`config.mk`:
```
export PLATFORM = sky130hd
export DESIGN_NAME = crate_cmd_slave
export DESIGN_NICKNAME = d
export VERILOG_FILES = /design/src/rtl/ccs_pkg.sv /design/src/rtl/ccs_sync.sv /design/src/rtl/ccs_rx.sv /design/src/rtl/ccs_decode.sv /design/src/rtl/ccs_tx.sv /design/src/rtl/crate_cmd_slave.sv
export SDC_FILE = /design/constraint.sdc
export NUM_CORES = 1
export LEC_CHECK = 0
export ABC_AREA = 1
export BUFFER_PORTS_ARGS = -buffer_cell sky130_fd_sc_hd__buf_2
export CAP_MARGIN = 20
export CORE_MARGIN = 4
export CORE_UTILIZATION = 53
export CTS_BUF_LIST = sky130_fd_sc_hd__clkbuf_16
export DETAILED_ROUTE_END_ITERATION = 10
export HOLD_SLACK_MARGIN = 0.02
export PLACE_DENSITY = 0.83
export SYNTH_ARGS = -nofsm -noshare
export SYNTH_HDL_FRONTEND = slang
export SYNTH_SLANG_ARGS = --single-unit
```
`constraint.sdc`:
```
create_clock -name clk -period 3.95 [get_ports clk]
set_input_delay 0.5925 -clock clk [delete_from_list [all_inputs] [get_ports clk]]
set_output_delay 0.5925 -clock clk [all_outputs]
set_load 0.01 [all_outputs]
```
`src/rtl/ccs_pkg.sv`:
```
package ccs_pkg;
  localparam int SEL_W  = 8;
  localparam int SEC_W  = 3;
  localparam int DAT_W  = 16;
  localparam int HDR_W  = 4 + SEL_W + 1 + SEC_W;
  localparam int FRM_W  = HDR_W + DAT_W;
  localparam int ECHO_W = HDR_W - 1;
  localparam int NSEC   = 1 << SEC_W;
  localparam int IDX_W  = $clog2(FRM_W + 1);

  // Field order follows the wire order, MSB first.
  typedef struct packed {
    logic             start;
    logic             par;
    logic             pd;
    logic             bc;
    logic [SEL_W-1:0] sel;
    logic             rw;
    logic [SEC_W-1:0] sec;
    logic [DAT_W-1:0] data;
  } cmd_frame_t;

  typedef enum logic [1:0] {RX_IDLE, RX_SHIFT, RX_HOLD} rx_state_e;
  typedef enum logic [1:0] {TX_IDLE, TX_ARM, TX_SEND, TX_TAIL} tx_state_e;
endpackage

```
`src/rtl/ccs_sync.sv`:
```
module ccs_sync #(
  parameter int STAGES = 2
) (
  input  logic clk,
  input  logic rst_n,
  input  logic sclk_a,
  input  logic sdin_a,
  output logic sclk_rise,
  output logic sdin_s
);
  logic [STAGES-1:0] sclk_q, sclk_q_n;
  logic [STAGES-1:0] din_q, din_q_n;
  logic              sclk_d, sclk_d_n;

  always_comb begin
    sclk_q_n = {sclk_q[STAGES-2:0], sclk_a};
    din_q_n  = {din_q[STAGES-2:0], sdin_a};
    sclk_d_n = sclk_q[STAGES-1];
  end

  always_ff @(posedge clk or negedge rst_n) begin
    if (!rst_n) begin
      sclk_q <= '0;
      din_q  <= '0;
      sclk_d <= 1'b0;
    end else begin
      sclk_q <= sclk_q_n;
      din_q  <= din_q_n;
      sclk_d <= sclk_d_n;
    end
  end

  // Data travels through the same number of stages as the clock.
  assign sclk_rise = sclk_q[STAGES-1] & ~sclk_d;
  assign sdin_s    = din_q[STAGES-1];
endmodule

```
`src/rtl/ccs_rx.sv`:
```
module ccs_rx
  import ccs_pkg::*;
(
  input  logic       clk,
  input  logic       rst_n,
  input  logic       rise,
  input  logic       sdin,
  input  logic       tx_tail,
  output logic       frame_vld,
  output cmd_frame_t frame
);
  rx_state_e        st, st_n;
  logic [IDX_W-1:0] cnt, cnt_n;
  logic [FRM_W-1:0] sr, sr_n;
  logic             vld, vld_n;

  always_comb begin
    st_n  = st;
    cnt_n = cnt;
    sr_n  = sr;
    vld_n = 1'b0;
    case (st)
      RX_IDLE: begin
        if (rise && sdin) begin
          st_n  = RX_SHIFT;
          sr_n  = {sr[FRM_W-2:0], 1'b1};
          cnt_n = IDX_W'(1);
        end
      end
      RX_SHIFT: begin
        if (rise) begin
          sr_n = {sr[FRM_W-2:0], sdin};
          if (cnt == IDX_W'(FRM_W - 1)) begin
            st_n  = RX_HOLD;
            vld_n = 1'b1;
            cnt_n = '0;
          end else begin
            cnt_n = cnt + 1'b1;
          end
        end
      end
      RX_HOLD: begin
        // Reply window belongs to the transmitter; wait for its last slot.
        if (tx_tail) st_n = RX_IDLE;
      end
      default: st_n = RX_IDLE;
    endcase
  end

  always_ff @(posedge clk or negedge rst_n) begin
    if (!rst_n) begin
      st  <= RX_IDLE;
      cnt <= '0;
      sr  <= '0;
      vld <= 1'b0;
    end else begin
      st  <= st_n;
      cnt <= cnt_n;
      sr  <= sr_n;
      vld <= vld_n;
    end
  end

  assign frame_vld = vld;
  assign frame     = cmd_frame_t'(sr);
endmodule

```
`src/rtl/ccs_decode.sv`:
```
module ccs_decode
  import ccs_pkg::*;
#(
  parameter logic [NSEC-1:0] RSVD_MASK = NSEC'(1 << 4)
) (
  input  logic              clk,
  input  logic              rst_n,
  input  logic              frame_vld,
  input  cmd_frame_t        frame,
  input  logic [SEL_W-1:0]  board_id,
  output logic [NSEC-1:0]   wr_stb,
  output logic [NSEC-1:0]   rd_stb,
  output logic [DAT_W-1:0]  wr_data,
  output logic              pwr_down,
  output logic              tx_start,
  output logic              tx_reply,
  output logic [ECHO_W-1:0] tx_echo
);
  logic [FRM_W-1:0]  fv;
  logic              par_ok, addressed, acc_wr, acc_rd;
  logic [NSEC-1:0]   sec_hit;

  logic [NSEC-1:0]   wr_stb_n, rd_stb_n;
  logic [DAT_W-1:0]  wr_data_n;
  logic              pwr_n, start_n, reply_n;
  logic [ECHO_W-1:0] echo_n;

  assign fv        = frame;
  assign par_ok    = (^fv[FRM_W-2:0]) & frame.start;
  assign addressed = !frame.bc && (frame.sel == board_id);
  assign acc_wr    = frame_vld && par_ok && !frame.rw && (addressed || frame.bc);
  assign acc_rd    = frame_vld && par_ok && frame.rw && addressed;

  for (genvar g = 0; g < NSEC; g++) begin : g_sec
    assign sec_hit[g] = (frame.sec == SEC_W'(g)) && !RSVD_MASK[g];
  end

  always_comb begin
    wr_stb_n  = acc_wr ? sec_hit : '0;
    rd_stb_n  = acc_rd ? sec_hit : '0;
    wr_data_n = acc_wr ? frame.data : wr_data;
    pwr_n     = (acc_wr || acc_rd) ? frame.pd : pwr_down;
    start_n   = frame_vld;
    reply_n   = frame_vld ? (par_ok && addressed) : tx_reply;
    echo_n    = frame_vld ? fv[FRM_W-2 -: ECHO_W] : tx_echo;
  end

  always_ff @(posedge clk or negedge rst_n) begin
    if (!rst_n) begin
      wr_stb   <= '0;
      rd_stb   <= '0;
      wr_data  <= '0;
      pwr_down <= 1'b0;
      tx_start <= 1'b0;
      tx_reply <= 1'b0;
      tx_echo  <= '0;
    end else begin
      wr_stb   <= wr_stb_n;
      rd_stb   <= rd_stb_n;
      wr_data  <= wr_data_n;
      pwr_down <= pwr_n;
      tx_start <= start_n;
      tx_reply <= reply_n;
      tx_echo  <= echo_n;
    end
  end
endmodule

```
`src/rtl/ccs_tx.sv`:
```
module ccs_tx
  import ccs_pkg::*;
(
  input  logic              clk,
  input  logic              rst_n,
  input  logic              rise,
  input  logic              start,
  input  logic              reply,
  input  logic [ECHO_W-1:0] echo,
  input  logic [DAT_W-1:0]  rd_data,
  output logic              sdout,
  output logic              soe,
  output logic              tail
);
  tx_state_e         st, st_n;
  logic [IDX_W-1:0]  idx, idx_n;
  logic [ECHO_W-1:0] echo_sr, echo_sr_n;
  logic [DAT_W-1:0]  dat_sr, dat_sr_n;
  logic              rep_q, rep_n;
  logic              dout, dout_n;
  logic              oe, oe_n;
  logic              bit_v;

  always_comb begin
    st_n      = st;
    idx_n     = idx;
    echo_sr_n = echo_sr;
    dat_sr_n  = dat_sr;
    rep_n     = rep_q;
    dout_n    = dout;
    oe_n      = oe;
    bit_v     = 1'b0;
    case (st)
      TX_IDLE: begin
        if (start) begin
          st_n      = TX_ARM;
          echo_sr_n = echo;
          rep_n     = reply;
        end
      end
      TX_ARM: begin
        if (rise) begin
          st_n   = TX_SEND;
          dout_n = 1'b0;
          oe_n   = rep_q;
          idx_n  = IDX_W'(1);
        end
      end
      TX_SEND: begin
        if (rise) begin
          if (idx < IDX_W'(HDR_W)) begin
            bit_v     = echo_sr[ECHO_W-1];
            echo_sr_n = {echo_sr[ECHO_W-2:0], 1'b0};
          end else if (idx == IDX_W'(HDR_W)) begin
            bit_v    = rd_data[DAT_W-1];
            dat_sr_n = {rd_data[DAT_W-2:0], 1'b0};
          end else begin
            bit_v    = dat_sr[DAT_W-1];
            dat_sr_n = {dat_sr[DAT_W-2:0], 1'b0};
          end
          dout_n = bit_v & rep_q;
          if (idx == IDX_W'(FRM_W - 1)) st_n = TX_TAIL;
          else                          idx_n = idx + 1'b1;
        end
      end
      TX_TAIL: begin
        if (rise) begin
          st_n   = TX_IDLE;
          dout_n = 1'b0;
          oe_n   = 1'b0;
        end
      end
      default: st_n = TX_IDLE;
    endcase
  end

  always_ff @(posedge clk or negedge rst_n) begin
    if (!rst_n) begin
      st      <= TX_IDLE;
      idx     <= '0;
      echo_sr <= '0;
      dat_sr  <= '0;
      rep_q   <= 1'b0;
      dout    <= 1'b0;
      oe      <= 1'b0;
    end else begin
      st      <= st_n;
      idx     <= idx_n;
      echo_sr <= echo_sr_n;
      dat_sr  <= dat_sr_n;
      rep_q   <= rep_n;
      dout    <= dout_n;
      oe      <= oe_n;
    end
  end

  assign sdout = dout;
  assign soe   = oe;
  assign tail  = (st == TX_TAIL);
endmodule

```
`src/rtl/crate_cmd_slave.sv`:
```
module crate_cmd_slave
  import ccs_pkg::*;
#(
  parameter int              SYNC_STAGES = 2,
  parameter logic [NSEC-1:0] RSVD_MASK   = NSEC'(1 << 4)
) (
  input  logic             clk,
  input  logic             rst_n,
  input  logic             ser_clk,
  input  logic             ser_din,
  input  logic [SEL_W-1:0] board_id,
  input  logic [DAT_W-1:0] rd_data,
  output logic             ser_dout,
  output logic             ser_oe,
  output logic [NSEC-1:0]  wr_stb,
  output logic [NSEC-1:0]  rd_stb,
  output logic [DAT_W-1:0] wr_data,
  output logic             pwr_down
);
  logic [1:0]        rst_q;
  logic              rst_ns;
  logic              sclk_rise, sdin_s;
  logic              frame_vld, tx_tail;
  cmd_frame_t        frame;
  logic              tx_start, tx_reply;
  logic [ECHO_W-1:0] tx_echo;

  // Reset asserts at once and leaves on a clock edge.
  always_ff @(posedge clk or negedge rst_n) begin
    if (!rst_n) rst_q <= '0;
    else        rst_q <= {rst_q[0], 1'b1};
  end
  assign rst_ns = rst_q[1];

  ccs_sync #(.STAGES(SYNC_STAGES)) u_sync (
    .clk(clk), .rst_n(rst_ns), .sclk_a(ser_clk), .sdin_a(ser_din),
    .sclk_rise(sclk_rise), .sdin_s(sdin_s)
  );

  ccs_rx u_rx (
    .clk(clk), .rst_n(rst_ns), .rise(sclk_rise), .sdin(sdin_s),
    .tx_tail(tx_tail), .frame_vld(frame_vld), .frame(frame)
  );

  ccs_decode #(.RSVD_MASK(RSVD_MASK)) u_dec (
    .clk(clk), .rst_n(rst_ns), .frame_vld(frame_vld), .frame(frame),
    .board_id(board_id), .wr_stb(wr_stb), .rd_stb(rd_stb),
    .wr_data(wr_data), .pwr_down(pwr_down), .tx_start(tx_start),
    .tx_reply(tx_reply), .tx_echo(tx_echo)
  );

  ccs_tx u_tx (
    .clk(clk), .rst_n(rst_ns), .rise(sclk_rise), .start(tx_start),
    .reply(tx_reply), .echo(tx_echo), .rd_data(rd_data),
    .sdout(ser_dout), .soe(ser_oe), .tail(tx_tail)
  );
endmodule

```
==> qor.json <==
{
  "path_cells": "inv_1, ha_1, inv_1, nand2_2, nand2_1, nand2_1, nand2_1, inv_2, nand2_1, nand2_1, nand2_1, nand2_1, nor2_1, nor2_4, nand2_4, nand2_1, nand2_1, nand2_1",
  "synthDistinctLibCells": 33,
  "wl_per_cell_um": 12.6,
  "cts-root-buf": "sky130_fd_sc_hd__clkbuf_16",
  "number_of_global_route_vias_before_repair": 5070,
  "relSlewSlack_pct": 38.5,
  "achievable_clock_frequency_mhz": 401,
  "timing.final.max_slew_violations": 0,
  "clkSinkCount": 137,
  "post_synth_and_or_nand_nor_area_fraction_pct": 24.3,
  "timing.critical_path.max_delay_family": "simple AND/OR/NAND/NOR gates",
  "dieArea_um2": 13900,
  "share_of_final_layout_standard_cells_stronger_than_drive_strength_1_pct": 15.8,
  "nNetsFinal": 873,
  "antenna_found_initial": 0,
  "fin_worst_skew_ns": 0.00875,
  "cp.arrival_ns": 2.80,
  "drtIter0Drc": 327,
  "clk_pin_slew_ns": 0.06,
  "path_type_of_the_worst_min_delay_path": "in -> reg",
  "post_route_ant_nets": 0,
  "final_common_cell": "sky130_fd_sc_hd__nand2_1",
  "final_core_utilization_pct": 63.3,
  "syn_area_um2": 6400,
  "totalWireLength_um": 12500,
  "tightestPinTransition_ns": 0.922,
  "setup.worst_path.class": "reg -> reg",
  "max-vdd-ir-drop_v": 0.000344,
  "cts-buffers-inserted": 17,
  "wire_length_of_the_first_global_routing_pass_um": 22400,
  "slowest_stage_delay_on_critical_path_ns": 0.43,
  "ys_seq_area_share_pct": 53.5,
  "area_growth_pct": 14.7,
  "core-area_um2": 11600,
  "min_period_over_period_pct": 63.2,
  "compound_gate_fraction_of_synth_area_pct": 11.6,
  "route.vias.total": 5157,
  "fp.dieW_um": 118,
  "globalplace.congestion": 0.859,
  "worst_path_most_repeated_cell": "sky130_fd_sc_hd__nand2_1",
  "synthesized_area_fraction_occupied_by_xor_and_xnor_cells_pct": 1.09,
  "drt-vias-per-instance": 5.21,
  "drc": 0,
  "die_height_um": 118,
  "synth-seq-cells": 137,
  "pre_cts_setup_slack_ns": 1.45,
  "hpwlAfterDp_um": 8430,
  "fin_hold_ws_ns": 0.290,
  "required_ns": 4.25,
  "grt_use_total_pct": 19.4,
  "yosys-mux-area-fraction_pct": 0,
  "clock_latency_ns": 0.41,
  "placement_rows": 39,
  "leading_cell_types_in_the_layout_fill_and_taps_excluded": "sky130_fd_sc_hd__nand2_1 (280), sky130_fd_sc_hd__dfrtp_1 (136), sky130_fd_sc_hd__inv_1 (71)",
  "overflow": 0,
  "tritoncts": "done",
  "run_status": "completed",
  "initial_core_util_pct": 55.1,
  "cts.path.max_buffers": 2,
  "period_minus_slack_ns": 2.50,
  "diodes": 0,
  "pwr_density_cell_nw_per_um2": 601,
  "synth_area_per_cell_um2": 8.28,
  "io-pin-count": 63,
  "synthCells": 774,
  "yosys.area_share.adder_pct": 2.15,
  "leakage_power_of_the_design_uw": 0.00374,
  "port_buffers": 60,
  "fin_ws_ns": 1.45,
  "synth-warning-count": 0,
  "setup_tns_ns": 0,
  "crit_path_end_kind": "flop",
  "timing.final.hold_violations": 0,
  "cpMaxStageDelayCell": "sky130_fd_sc_hd__nand2_4",
  "critical_path.max_fanout": 41,
  "cp-start-kind": "flop",
  "combinational_family_with_the_most_area_after_synthesis": "simple AND/OR/NAND/NOR gates",
  "critical_path_buf_inv_count": 3,
  "max-cap-violations": 0,
  "dr.pass1.iters": 5,
  "htreeDepth": 4,
  "grt_start_max_net_pins": 74,
  "grt_setup_unrepaired": "false",
  "setup_viol": 0
}
-- path summary, 6_finish.rpt --
path / start / slack, ns / to / depth (start not counted)
worst min-delay path: ser_din / 0.29 / u_sync.din_q[0]$_DFF_PN0_ / 1
max in group asynchronous: rst_q[1]$_DFF_PN0_ / 2.50 / u_rx.cnt[4]$_DFFE_PN0P_ / 1
worst max-delay path: u_rx.frame[16]$_DFFE_PN0P_ / 1.45 / u_dec.pwr_down$_DFFE_PN0P_ / 18
worst max register to register: u_rx.frame[16]$_DFFE_PN0P_ / 1.45 / u_dec.pwr_down$_DFFE_PN0P_ / 18
min in group asynchronous: rst_q[1]$_DFF_PN0_ / 0.47 / u_rx.frame[14]$_DFFE_PN0P_ / 0
worst min register to register: u_sync.sclk_q[0]$_DFF_PN0_ / 0.35 / u_sync.sclk_q[1]$_DFF_PN0_ / 0
-- power breakdown --
part | leakage (µW) | internal (µW) | switching [µW]
Clock | 0.000281 | 905 | 553
Combinational | 0.00171 | 396 | 786
Sequential | 0.00175 | 1620 | 158
Total | 0.00374 | 2920 | 1500
-- logic make-up (layout without fill, tap and decap cells) --
family                   Yosys count  in the layout
AO/OA/AOI/OAI                    127            127
buffers and inverters            108            180
adder cells (fa/ha/maj)           11             11
AND/OR/NAND/NOR                  381            381
XOR/XNOR                           8              8
flip-flops                       137            137
other                              2              3
-- final cells by class --
cell class,instances,area [µm²]
well taps,143,179
fillers,965,4270
repair buffers,67,355
inverters,81,304
clock inverters,15,119
flip-flops and latches,137,3430
multi-input cells,530,2530
clock buffers,17,425
-- metrics by stage --
step	instances	total power (µW)	instance area [µm²]
global placement	957	2920	6790
global route	990	4760	7350
detailed placement	957	2980	6790
floorplan	775	2710	6410
CTS	990	4450	7350
finish	990	4410	7350
-- timing repair --
item / 4_1_cts / 5_1_grt
endpoints found under the hold margin: 2 / 0
gates resized for setup: 0 / 0
hold buffers: 1 / 0
buffers inserted: 0 / 0
endpoints found under the setup margin: 0 / 0
-- synth_stat cells --
library cell,number,area (µm²)
sky130_fd_sc_hd__nor4_1,1,6.26
sky130_fd_sc_hd__clkinv_1,1,3.75
sky130_fd_sc_hd__nand3_2,1,10.0
sky130_fd_sc_hd__nor3_2,8,80.1
sky130_fd_sc_hd__inv_2,12,45.0
sky130_fd_sc_hd__clkbuf_1,13,48.8
sky130_fd_sc_hd__nand2_2,1,6.26
sky130_fd_sc_hd__inv_1,68,255
sky130_fd_sc_hd__nor3b_1,2,15.0
sky130_fd_sc_hd__nor2_1,56,210
sky130_fd_sc_hd__o31ai_1,1,7.51
sky130_fd_sc_hd__o211ai_1,1,7.51
sky130_fd_sc_hd__a32o_1,1,10.0
sky130_fd_sc_hd__o21ai_2,16,140
sky130_fd_sc_hd__o21ai_0,68,340
sky130_fd_sc_hd__ha_1,11,138
sky130_fd_sc_hd__nand2_4,1,11.3
sky130_fd_sc_hd__o22ai_1,2,12.5
sky130_fd_sc_hd__nand3_1,13,65.1
sky130_fd_sc_hd__buf_4,2,15.0
sky130_fd_sc_hd__nand2_1,280,1050
sky130_fd_sc_hd__a31oi_1,28,175
sky130_fd_sc_hd__dfrtp_1,137,3430
sky130_fd_sc_hd__nand4_1,3,18.8
sky130_fd_sc_hd__conb_1,2,7.51
sky130_fd_sc_hd__buf_6,5,56.3
sky130_fd_sc_hd__nor3_1,13,65.1
sky130_fd_sc_hd__nor2_4,1,11.3
sky130_fd_sc_hd__a22oi_1,1,7.51
sky130_fd_sc_hd__buf_2,7,35.0
sky130_fd_sc_hd__a21oi_1,9,45.0
sky130_fd_sc_hd__or2_2,1,6.26
sky130_fd_sc_hd__xor2_1,8,70.1
-- metal layers --
metal	part of all wire, %	vias to the layer above	track usage (%)
li1	-	2583	-
met5	0	-	0
met1	44	2446	24.6
met3	5.2	19	5.57
met4	1.6	0	8.21
met2	49	109	31.3
-- state kept, by name, summed over array words and instances (netlist names) --
| signal | count |
|---|---|
| u_dec.tx_reply | 1 |
| u_dec.wr_data | 16 |
| u_sync.sclk_d | 1 |
| u_rx.st | 2 |
| u_tx.sdout | 1 |
| rst_q | 2 |
| u_dec.pwr_down | 1 |
| u_dec.rd_stb | 7 |
| u_tx.st | 2 |
| u_tx.dat_sr | 15 |
| u_rx.cnt | 6 |
| u_sync.din_q | 2 |
| u_rx.frame | 32 |
| u_sync.sclk_q | 2 |
| u_tx.rep_q | 1 |
| u_rx.frame_vld | 1 |
| u_tx.soe | 1 |
| u_tx.echo_sr | 15 |
| u_dec.tx_echo | 15 |
| u_tx.idx | 6 |
| u_dec.tx_start | 1 |
| u_dec.wr_stb | 7 |
Note: power is estimated with default switching activity, not from simulation.
